===== config.mk =====
export PLATFORM = sky130hd
export DESIGN_NAME = uart_fifo_ctl
export DESIGN_NICKNAME = d
export VERILOG_FILES = /design/src/rtl/uart_fifo_ctl.sv
export SDC_FILE = /design/constraint.sdc
export NUM_CORES = 1
export LEC_CHECK = 0
export BUFFER_PORTS_ARGS = -buffer_cell sky130_fd_sc_hd__buf_2
export CORE_UTILIZATION = 68
export CTS_BUF_LIST = sky130_fd_sc_hd__clkbuf_8
export CTS_CLUSTER_SIZE = 30
export DETAILED_ROUTE_END_ITERATION = 12
export MAX_ROUTING_LAYER = met4
export PLACE_DENSITY = 0.93
export SYNTH_ARGS = -nofsm -noshare
export SYNTH_HDL_FRONTEND = slang
export SYNTH_SLANG_ARGS = --single-unit

===== constraint.sdc =====
create_clock -name clk -period 4.4 [get_ports clk]
set_clock_uncertainty 0.15 [all_clocks]
set_input_delay 0.22 -clock clk [delete_from_list [all_inputs] [get_ports clk]]
set_output_delay 0.22 -clock clk [all_outputs]
set_load 0.005 [all_outputs]

===== src/rtl/uart_fifo_ctl.sv =====
module uart_fifo_ctl #(
  parameter int DEPTH = 16,
  parameter int DW    = 8
) (
  input  logic                         clk,
  input  logic                         rst_n,
  input  logic                         cfg_we,
  input  logic [7:0]                   cfg_wdata,
  output logic [7:0]                   ctl_value,
  output logic                         fifo_en,
  output logic                         dma_mode,
  input  logic                         rx_push,
  input  logic [DW-1:0]                rx_wdata,
  input  logic                         rx_pop,
  output logic [DW-1:0]                rx_rdata,
  output logic [$clog2(DEPTH):0]       rx_count,
  output logic                         rx_full,
  output logic                         rx_empty,
  output logic                         rx_irq,
  output logic                         rx_overrun,
  input  logic                         tx_push,
  input  logic [DW-1:0]                tx_wdata,
  input  logic                         tx_pop,
  output logic [DW-1:0]                tx_rdata,
  output logic [$clog2(DEPTH):0]       tx_count,
  output logic                         tx_full,
  output logic                         tx_empty
);
  localparam int AW = $clog2(DEPTH);
  localparam int CW = AW + 1;

  logic       en_q, dma_q;
  logic [1:0] trig_q;

  wire cfg_go = cfg_we && cfg_wdata[0];

  always_ff @(posedge clk or negedge rst_n) begin
    if (!rst_n) begin
      en_q   <= 1'b0;
      dma_q  <= 1'b0;
      trig_q <= 2'b00;
    end else if (cfg_we) begin
      en_q <= cfg_wdata[0];
      if (cfg_wdata[0]) begin
        dma_q  <= cfg_wdata[3];
        trig_q <= cfg_wdata[7:6];
      end
    end
  end

  assign ctl_value = {trig_q, 2'b00, dma_q, 2'b00, en_q};
  assign fifo_en   = en_q;
  assign dma_mode  = dma_q;

  logic [1:0]    flush_c, push_c, pop_c;
  logic [DW-1:0] wd_c [2];
  logic [DW-1:0] rd_c [2];
  logic [CW-1:0] cnt_c [2];

  assign flush_c = {cfg_go && cfg_wdata[2], cfg_go && cfg_wdata[1]};
  assign push_c  = {tx_push, rx_push};
  assign pop_c   = {tx_pop, rx_pop};
  assign wd_c[0] = rx_wdata;
  assign wd_c[1] = tx_wdata;

  for (genvar c = 0; c < 2; c++) begin : g_q
    logic [DW-1:0] mem [DEPTH];
    logic [AW-1:0] wp, rp;
    logic [CW-1:0] cnt;

    wire is_full  = (cnt == CW'(DEPTH));
    wire is_empty = (cnt == '0);
    wire do_pop   = en_q && pop_c[c] && !is_empty && !flush_c[c];
    wire do_push  = en_q && push_c[c] && (!is_full || do_pop) && !flush_c[c];

    always_ff @(posedge clk) begin
      if (do_push) mem[wp] <= wd_c[c];
    end

    always_ff @(posedge clk or negedge rst_n) begin
      if (!rst_n) begin
        wp  <= '0;
        rp  <= '0;
        cnt <= '0;
      end else if (flush_c[c]) begin
        wp  <= '0;
        rp  <= '0;
        cnt <= '0;
      end else begin
        if (do_push) wp <= wp + AW'(1);
        if (do_pop)  rp <= rp + AW'(1);
        cnt <= cnt + CW'(do_push) - CW'(do_pop);
      end
    end

    assign cnt_c[c] = cnt;
    assign rd_c[c]  = mem[rp];
  end

  assign rx_count = cnt_c[0];
  assign tx_count = cnt_c[1];
  assign rx_rdata = rd_c[0];
  assign tx_rdata = rd_c[1];
  assign rx_full  = (rx_count == CW'(DEPTH));
  assign rx_empty = (rx_count == '0);
  assign tx_full  = (tx_count == CW'(DEPTH));
  assign tx_empty = (tx_count == '0);

  function automatic logic [CW-1:0] level_of(input logic [1:0] code);
    case (code)
      2'd0:    return CW'(1);
      2'd1:    return CW'(4);
      2'd2:    return CW'(8);
      default: return CW'(14);
    endcase
  endfunction

  assign rx_irq = en_q && (rx_count >= level_of(trig_q));

  always_ff @(posedge clk or negedge rst_n) begin
    if (!rst_n) rx_overrun <= 1'b0;
    else        rx_overrun <= en_q && rx_push && rx_full && !rx_pop && !flush_c[0];
  end

  a_r2_hold_fields: assert property (@(posedge clk) disable iff (!rst_n)
    cfg_we && !cfg_wdata[0] |=> dma_mode == $past(dma_mode) && ctl_value[7:6] == $past(ctl_value[7:6]));

  a_r3_rx_flush: assert property (@(posedge clk) disable iff (!rst_n)
    cfg_we && cfg_wdata[0] && cfg_wdata[1] |=> rx_count == '0);

  a_r4_tx_flush: assert property (@(posedge clk) disable iff (!rst_n)
    cfg_we && cfg_wdata[0] && cfg_wdata[2] |=> tx_count == '0);

  a_r6_count_bound: assert property (@(posedge clk) disable iff (!rst_n)
    rx_count <= CW'(DEPTH) && tx_count <= CW'(DEPTH));

  a_r9_overrun_when_full: assert property (@(posedge clk) disable iff (!rst_n)
    rx_overrun |-> rx_full && $past(rx_full));

  a_r10_disabled_idle: assert property (@(posedge clk) disable iff (!rst_n)
    !fifo_en && !cfg_we |=> rx_count == $past(rx_count) && tx_count == $past(tx_count));
endmodule


# [Word level (Yosys, flattened, before mapping)]
# Memories as Yosys holds them, arrays and structs flattened.
# Index checks and enable logic that the tools add are counted.
[op_classes] n_mux=15 n_lt_le_gt_ge=1 n_eq_ne=4 reduce_logical=36 n_addsub=8
[ops] cell="$mux W4" n=8
[ops] cell="$logic_and A1 B1 Y1" n=19
[ops] cell="$add A4 B1 Y4 const B" n=4
[ops] cell="$pmux W4 S3" n=1
[ops] cell="$add A5 B1 Y5" n=2
[ops] cell="$eq A5 B5 Y1 const B" n=2
[ops] cell="$logic_not A5 Y1" n=2
[ops] cell="$mux W5" n=2
[ops] cell="$sub A5 B1 Y5" n=2
[ops] cell="$reduce_bool A2 Y1" n=4
[ops] cell="$logic_not A1 Y1" n=7
[ops] cell="$ge A5 B5 Y1" n=1
[ops] cell="$mux W1" n=4
[ops] cell="$eq A2 B1 Y1 const B" n=1
[ops] cell="$eq A2 B2 Y1 const B" n=1
[ops] cell="$logic_not A2 Y1" n=1
[ops] cell="$logic_or A1 B1 Y1" n=2
[ops] cell="$reduce_and A2 Y1" n=1
[totals] mem_bits_rw=256 output_inout_bits=42 reg_bits=31 memories=2 word_cells=76
[mem_list] name="g_q[0].mem" depth=16 word_bits=8 rd=1 rd_clocked_by_memory_dff=0 wr=1 line="67" source="logic [DW-1:0] mem [DEPTH];"
[mem_list] name="g_q[1].mem" depth=16 word_bits=8 rd=1 rd_clocked_by_memory_dff=0 wr=1 line="67"

# [Depth between registers and ports, before layout]
# Gate-level depths: netlist of run 1.
[logic_depth] word_depth=10 ltp_mapped=16

# [Worst setup path after synthesis of run 1]
# Ideal clock, no wire load.
[synth_path] path_type="register to register" from="register g_q[0].cnt[3] (netlist: rx_count[3])" to="register g_q[0].cnt[4] (netlist: rx_count[4])" stages_incl_launch_ff=15 setup_ns=0.078 setup_slack_ns=1.596 n_path_buf=0 period_less_slack_ns=2.804 t_arrival_ns=2.577 path_cell_list="dfrtp_1 -> inv_1 -> ha_1 -> nor4b_1 -> nor3_1 -> ha_1 -> inv_1 -> ha_1 -> inv_1 -> fa_1 -> inv_1 -> a21oi_1 -> nor2_1 -> or3_1 -> a21oi_1"
[synth_between] elab_chain_len=10 elab_cells_between_ends=12
[synth_rtl] element="start, declared" line="69" source="logic [CW-1:0] cnt;"
[synth_rtl] element="start signal, assigned" line="92" source="cnt <= cnt + CW'(do_push) - CW'(do_pop);"
[synth_rtl] element="$logic_not A5 Y1 *"
[synth_rtl] element="via rx_empty" line="18" source="output logic rx_empty,"
[synth_rtl] element="$logic_not A1 Y1 *" line="73" source="wire do_pop = en_q && pop_c[c] && !is_empty && !flush_c[c];"
[synth_rtl] element="$logic_and A1 B1 Y1 * (2 in series)" line="73"
[synth_rtl] element="$logic_or A1 B1 Y1" line="74" source="wire do_push = en_q && push_c[c] && (!is_full || do_pop) && !flush_c[c];"
[synth_rtl] element="$logic_and A1 B1 Y1 (2 in series)" line="74"
[synth_rtl] element="$add A5 B1 Y5" line="92"
[synth_rtl] element="$sub A5 B1 Y5 *" line="92"
[synth_rtl] element="$mux W5 *" line="85" source="end else if (flush_c[c]) begin"
# Mark *: on every way through the listed nets, which the timed path passes. The rest lies on a longest branch.
# A chain may end at the register's enable or synchronous reset.

# [Worst setup path after layout of run 1]
[layout_path] from="register g_q[1].rp[0]" to="output port tx_rdata[4]"
[layout_between] elab_chain_len=1
[layout_rtl] element="start, declared" line="68" source="logic [AW-1:0] wp, rp;"
[layout_rtl] element="start signal, assigned" line="91" source="if (do_pop) rp <= rp + AW'(1);"
[layout_rtl] element="$mem_v2 Z16 W8"
[layout_rtl] element="end, declared" line="24" source="output logic [DW-1:0] tx_rdata,"
# No other way between the ends.

==> impl_metrics.env, run 1 <==
export IMPL_outcome="finished, final reports clean"
export IMPL_viasPerCell=6.379
export IMPL_cts_sinks=287
export IMPL_regToRegEndpoint="tx_count[4]"
export IMPL_gp_congestion=0.8519
export IMPL_synth_flop_cell="edfxtp_1"
export IMPL_critPathLaunchType="flop"
export IMPL_cts_root_buffer="clkbuf_8"
export IMPL_finalPower_mw=7.673
export IMPL_hold_violations=0
export IMPL_die_height_um=134.8
export IMPL_grt_max_degree=41
export IMPL_min_path_cells=5
export IMPL_yosysSeqAreaShare=0.7058
export IMPL_multi_input_area_mm2=0.003249
export IMPL_grt_pass1_wl_um=39630
export IMPL_irDropWorstVdd_uv=434.3
export IMPL_powerDensity_mw_per_mm2=564.8
export IMPL_power_leakage_nw=4.962
export IMPL_io_pins=73
export IMPL_final_common_cell="edfxtp_1"
export IMPL_fin_nets=834
export IMPL_start_util=0.6957
export IMPL_ant_nets=0
export IMPL_min_from="rx_pop"
export IMPL_ys_seq_elements=287
export IMPL_crit_required_ns=4.03
export IMPL_fillers=851
export IMPL_cp_buffers_inverters=2
export IMPL_synth_area_mm2=0.01199
export IMPL_post_place_ws_ns=1.328
export IMPL_fin_ws_ns=0.7666
export IMPL_clock_latency_ns=0.54
export IMPL_crit_type="flop to output port"
export IMPL_n_antenna_cell=0
export IMPL_grtUsageTotal=0.3106
export IMPL_dieArea_mm2=0.01817
export IMPL_max_stage_delay_ns=0.83
export IMPL_syn2layout_area_growth_pct=13.29
export IMPL_layout_worst_path_cycle_share=0.8258
export IMPL_avgSynthCellArea_um2=18.17
export IMPL_final_cell_mix="256 x edfxtp_1, 66 x buf_2, 45 x clkbuf_8"
export IMPL_port_buffer_count=66
export IMPL_drive_gt1_frac=0.2067
export IMPL_placed_cell_area_mm2=0.01246
export IMPL_cp_max_fo=22
export IMPL_cts_resized=0
export IMPL_ff_latch_area_mm2=0.008464
export IMPL_die_w_um=134.8
export IMPL_routedWlPerCell_um=25.15
export IMPL_yosys_warnings=0
export IMPL_ys_types=39
export IMPL_fmax_ghz=0.2752
export IMPL_firstDrtPassIters=5
export IMPL_fin_crit_ns=3.633
export IMPL_cp_end_kind="output port"
export IMPL_core_area_mm2=0.01724
export IMPL_worst_pin_slew_ns=1.371
export IMPL_drv_cap=0
export IMPL_grt_antenna_before_repair=0
export IMPL_relSlewSlack=0.08389
export IMPL_synth_top_area_frac=0.6411
export IMPL_cp_arrival_ns=3.26
export IMPL_wl_um=25860
export IMPL_r2r_start="tx_count[3]"
export IMPL_rows=48
export IMPL_path_delay_family="multiplexers"
export IMPL_critPathSlowestCell="dfrtp_1"
export IMPL_whs_endpoint="g_q[0].rp[0]"
export IMPL_syn_inst=660
export IMPL_setup_viol=0
export IMPL_grt_pass1_vias=6838
export IMPL_clockBufferDepth=3
export IMPL_async_flop_share=0.1080
export IMPL_synth_area_leaders="edfxtp_1 64%, mux4_1 6.6%, dfrtp_1 6.5%"
export IMPL_reg2regPathDepth=14
export IMPL_r2r_setup_slack_ns=1.12
export IMPL_hold_class="input port to flop"
export IMPL_grt_overflow_total=0
export IMPL_drcViolationCount=0
export IMPL_slew_viol_final=0
export IMPL_cts_htree_levels=2
export IMPL_rsz0062_at_grt="no"
export IMPL_drt_iter0_markers=585
export IMPL_clk_transition_reported_paths_ns=0.06
export IMPL_crit_chain="buf_4, mux4_1, mux4_2, buf_2"
export IMPL_cts_tree="built"
export IMPL_via_count=6558
export IMPL_synth_edff_count=256
export IMPL_tns_ns=0
export IMPL_finalInstanceArea_mm2=0.01359
export IMPL_hpwl_um=16430
export IMPL_numCtsBuffers=44
export IMPL_yosysTopAreaCell="edfxtp_1"
## cell type report
type / count / area share
clock buffer: 45 / 0.04559
clock inverter: 29 / 0.01529
inverter: 26 / 0.007184
multi-input combinational: 315 / 0.2392
sequential: 287 / 0.6230
timing repair buffer: 101 / 0.04900
tap: 225 / 0.02072
## how the worst max path moves through the flow
stage             endpoint  cells after the start         start  slack (ns)
3_5_place_dp   tx_rdata[4]                      4  g_q[1].rp[0]        1.33
3_3_place_gp   tx_rdata[0]                      4  g_q[1].rp[0]        1.48
6_report       tx_rdata[4]                      4  g_q[1].rp[0]        0.77
4_1_cts        tx_rdata[4]                      4  g_q[1].rp[0]        0.75
2_1_floorplan  rx_count[4]                     14   rx_count[3]        1.60
5_1_grt        tx_rdata[4]                      4  g_q[1].rp[0]        0.70
## cells in the mapped netlist (8+ instances only)
| cell | count |
|---|---|
| mux2_2 | 11 |
| inv_1 | 26 |
| mux4_1 | 30 |
| nor3_1 | 8 |
| a21oi_1 | 18 |
| and2_1 | 25 |
| a221oi_1 | 8 |
| nand2_1 | 21 |
| edfxtp_1 | 256 |
| a22oi_1 | 8 |
| clkbuf_1 | 18 |
| ha_1 | 26 |
| dfrtp_1 | 31 |
| mux2i_1 | 27 |
| mux4_2 | 26 |
| nor2_1 | 29 |
| o21ai_0 | 21 |
| xor2_1 | 10 |
## tightest hold or removal path: stages
cell and delay, ns:
buf_2 0.11, nand2_1 0.07, nor2_1 0.11, xnor2_1 0.16, nor2_1 0.04
## state kept, by name, indices dropped and copies added (netlist names)
| name | flops |
|---|---|
| fifo_en | 1 |
| rx_count | 5 |
| rx_overrun | 1 |
| trig_q | 2 |
| tx_count | 5 |
| g_q.mem | 256 |
| g_q.wp | 8 |
| g_q.rp | 8 |
| dma_mode | 1 |
## metrics by stage
step                hold WS, ns  instances  utilization
finish                  0.04809       1028       0.7882
global route            0.06896       1028       0.7882
CTS                     0.03296       1028       0.7879
detailed placement       0.1674        925       0.7231
global placement         0.1441        925       0.7231
floorplan               -0.2256        663            -
## what timing repair did
action,in CTS,in global routing
buffers inserted,0,0
endpoints found under the hold margin,294,0
hold buffers,29,0
## cells by family (layout without fill, tap and decap cells)
| group | after synthesis | count (layout) | share of synthesized area |
|---|---|---|---|
| other | 1 | 4 | 0.0003127 |
| xor gates and xnor gates | 17 | 17 | 0.01242 |
| AOI/OAI and AO/OA | 59 | 59 | 0.02984 |
| muxes | 94 | 94 | 0.1474 |
| and+or+nand+nor | 113 | 113 | 0.04914 |
| DFF | 287 | 287 | 0.7058 |
| buffers and inverters | 61 | 201 | 0.02462 |
| adders and majority gates | 28 | 28 | 0.03047 |
## per-layer routing
layer	share of wire	up-vias	track usage
met2	0.53	386	0.5206
met5	0	-	-
li1	-	2833	-
met4	0.025	0	0.1061
met1	0.37	3281	0.3863
met3	0.077	58	0.05668
## where the power goes
part	total, mW	switching [mW]	internal (mW)
clock	2.13	1.00	1.13
combinational	2.09	1.04	1.05
sequential	3.46	0.308	3.15
total	7.67	2.35	5.33
(Power assumes the default switching activity.)
==> inputs of run 2 (changes only) <==
--- a/config.mk
+++ b/config.mk
@@ -5,13 +5,14 @@
 export SDC_FILE = /design/constraint.sdc
 export NUM_CORES = 1
 export LEC_CHECK = 0
+export ABC_AREA = 1
 export BUFFER_PORTS_ARGS = -buffer_cell sky130_fd_sc_hd__buf_2
-export CORE_UTILIZATION = 68
+export CORE_UTILIZATION = 63
 export CTS_BUF_LIST = sky130_fd_sc_hd__clkbuf_8
 export CTS_CLUSTER_SIZE = 30
 export DETAILED_ROUTE_END_ITERATION = 12
 export MAX_ROUTING_LAYER = met4
-export PLACE_DENSITY = 0.93
+export PLACE_DENSITY = 0.87
 export SYNTH_ARGS = -nofsm -noshare
 export SYNTH_HDL_FRONTEND = slang
 export SYNTH_SLANG_ARGS = --single-unit
==> constraint.sdc (replaced) <==
create_clock -name clk -period 3.54 [get_ports clk]
set_clock_uncertainty 0.15 [all_clocks]
set_input_delay 0.177 -clock clk [delete_from_list [all_inputs] [get_ports clk]]
set_output_delay 0.177 -clock clk [all_outputs]
set_load 0.005 [all_outputs]
==> impl_metrics.env, run 2 <==
export IMPL_outcome="finished, final reports clean"
export IMPL_synth_edff_count=256
export IMPL_die_height_um=143.2
export IMPL_p_sw_mw=3.538
export IMPL_synthXorXnorAreaFrac=0.004882
export IMPL_grt_overflow_total=0
export IMPL_critPathLaunchType="flop"
export IMPL_setup_viol=0
export IMPL_cp_buffers_inverters=2
export IMPL_via_count=8748
export IMPL_synth_mux_area_frac=0
export IMPL_avgSynthCellArea_um2=11.12
export IMPL_synth_top_family_by_area="simple AND/OR/NAND/NOR gates"
export IMPL_power_internal_mw=6.426
export IMPL_synth_compound_gate_area_share=0.07104
export IMPL_fin_ws_ns=0.4463
export IMPL_yosys_warnings=0
export IMPL_clock_latency_ns=0.55
export IMPL_hpwl_um=16010
export IMPL_gp_congestion=0.8356
export IMPL_slew_viol_final=0
export IMPL_final_cell_mix="256 x edfxtp_1, 210 x nor2_1, 187 x nand2_1"
export IMPL_core_area_mm2=0.01953
export IMPL_max_stage_delay_ns=0.72
export IMPL_clk_transition_reported_paths_ns=0.06
export IMPL_fmax_ghz=0.3232
export IMPL_powerDensity_mw_per_mm2=701.6
export IMPL_fillers=1266
export IMPL_grt_antenna_before_repair=0
export IMPL_synth_flop_cell="edfxtp_1"
export IMPL_grt_pass1_vias=8594
export IMPL_fin_nets=1289
export IMPL_cp_arrival_ns=2.77
export IMPL_placed_cell_area_mm2=0.01297
export IMPL_cts_root_buffer="clkbuf_8"
export IMPL_async_flop_share=0.1080
export IMPL_dp_cells=1412
export IMPL_worst_pin_slew_ns=0.9568
export IMPL_numCtsBuffers=44
export IMPL_crit_required_ns=3.21
export IMPL_die_w_um=143.2
export IMPL_rsz0062_at_grt="no"
export IMPL_relSlewSlack=0.3598
export IMPL_dieArea_mm2=0.02050
export IMPL_pwr_share_clk=0.270
export IMPL_cp_end_kind="output port"
export IMPL_pwr_share_seq=0.412
export IMPL_synth_fa_ha_area_frac=0.02910
export IMPL_ys_seq_elements=287
export IMPL_syn_inst=1129
export IMPL_crit_type="flop to output port"
export IMPL_yosysTopAreaCell="edfxtp_1"
export IMPL_start_util=0.6431
export IMPL_grtUsageTotal=0.2882
export IMPL_drcViolationCount=0
export IMPL_rows=51
export IMPL_clockBufferDepth=3
export IMPL_p_sw_frac=0.3551
export IMPL_synth_area_mm2=0.01256
export IMPL_wl_um=27510
export IMPL_synth_most_common_cell="edfxtp_1"
export IMPL_finalNonFillerCells=1527
export IMPL_crit_top_cell="nand2_1"
export IMPL_n_antenna_cell=0
export IMPL_finalInstanceArea_mm2=0.01420
export IMPL_syn2layout_area_growth_pct=13.10
export IMPL_post_place_ws_ns=0.5968
export IMPL_reg_largest_list="g_q.mem: 256 flops, g_q.rp: 8 flops, g_q.wp: 8 flops"
export IMPL_drv_cap=0
export IMPL_routedWlPerCell_um=18.01
export IMPL_synth_area_leaders="edfxtp_1 61%, nor2_1 6.3%, dfrtp_1 6.2%"
export IMPL_yosysSeqAreaShare=0.6740
export IMPL_drt_iter0_markers=750
export IMPL_yosys_area_share_simple=0.1743
export IMPL_grt_pass1_wl_um=42970
export IMPL_power_frac_comb=0.319
export IMPL_critPathSlowestCell="dfrtp_1"
export IMPL_drive_gt1_frac=0.1292
export IMPL_grt_max_degree=78
export IMPL_viasPerCell=5.729
export IMPL_fin_crit_ns=3.094
export IMPL_multi_input_area_mm2=0.003522
export IMPL_ant_nets=0
export IMPL_irDropWorstVdd_uv=650.8
export IMPL_regMostFlops="g_q.mem"
export IMPL_synthTopCellsByCount="256 x edfxtp_1, 210 x nor2_1, 187 x nand2_1, 83 x nand3_1, 80 x o21ai_0"
export IMPL_layout_worst_path_cycle_share=0.8739
export IMPL_tns_ns=0
export IMPL_port_buffer_count=66
export IMPL_final_common_cell="edfxtp_1"
export IMPL_path_delay_family="simple AND/OR/NAND/NOR gates"
export IMPL_power_leakage_nw=5.495
export IMPL_cts_htree_levels=2
export IMPL_hold_violations=0
export IMPL_io_pins=73
export IMPL_ff_latch_area_mm2=0.008466
export IMPL_synth_top_area_frac=0.6122
export IMPL_largest_reg_flops=256
export IMPL_cts_sinks=287
export IMPL_cp_max_fo=15
export IMPL_crit_chain="nand2_1, inv_1, nand3_1, nand2_1, nor2_1, nand2_1, nand2_1, buf_2"
export IMPL_firstDrtPassIters=5
export IMPL_ys_types=36
export IMPL_hold_class="input port to async pin"
export IMPL_cts_tree="built"
[run 2: changes by cell type after synthesis, sizes merged, moves of 11 or more]
cell / change
a21oi: +20
and2: -25
buf: +22
inv: +42
mux2: -11
mux2i: -27
mux4: -56
nand2: +171
nand3: +85
nor2: +192
o211ai: +25
o21ai: +76
[run 2: logic make-up (layout without fill, tap and decap cells)]
family                   after synthesis  count (layout)
AND/OR/NAND/NOR                      515             515
flip-flops                           287             287
AO/OA/AOI/OAI                        164             164
buffers and inverters                127             257
adder cells (fa/ha/maj)               28              28
XOR/XNOR                               7               7
other                                  1               4
[run 2: repair_timing]
item / in CTS / in global routing
gates resized for setup: 0 / 0
hold buffers: 37 / 0
buffers inserted: 0 / 0
endpoints found under the hold margin: 318 / 0
[run 2: per-stage QoR]
stage	util	total power [mW]	hold slack, ns
after floorplan	-	6.289	-0.2686
after global placement	0.6644	7.096	0.1033
after detailed placement	0.6644	7.232	0.1131
after CTS	0.7273	9.934	0.02242
after global routing	0.7273	10.52	0.08547
final	0.7273	9.965	0.04720
[run 2: final timing paths]
path / startpoint / to / slack (ns) / cells past startpoint
setup / recovery: g_q[0].rp[1] / rx_rdata[4] / 0.45 / 8
hold / removal: rst_n / g_q[1].rp[2] / 0.05 / 2
setup reg to reg: tx_count[2] / tx_count[4] / 0.50 / 17
hold reg to reg: g_q[0].wp[3] / g_q[0].wp[3] / 0.45 / 2
max in group asynchronous: rst_n / g_q[0].rp[0] / 2.69 / 2
min in group clk: cfg_wdata[0] / rx_count[0] / 0.06 / 6
[run 2: power groups by stage]
stage	Sequential [mW]	Clock [mW]	Combinational, mW
after CTS	4.10	2.70	3.13
after floorplan	4.10	0	2.19
after detailed placement	4.17	0	3.07
after global routing	4.13	2.85	3.55
after global placement	4.15	0	2.94
final	4.10	2.69	3.17
[run 2: layout make-up]
class | instances | share of cell area
Clock buffer | 46 | 0.04458
Tap cell | 265 | 0.02335
Inverter | 70 | 0.01868
Timing Repair Buffer | 109 | 0.05339
Sequential cell | 287 | 0.5961
Multi-Input combinational cell | 718 | 0.2480
Clock inverter | 32 | 0.01595
[run 2: metal layers]
layer  up-vias  GRT usage  wire, um
met5         -          -         0
met4         0     0.1177       724
met3        65    0.05567      2425
met2       462     0.4608     13460
met1      4138     0.3635     10900
li1       4083          -         -
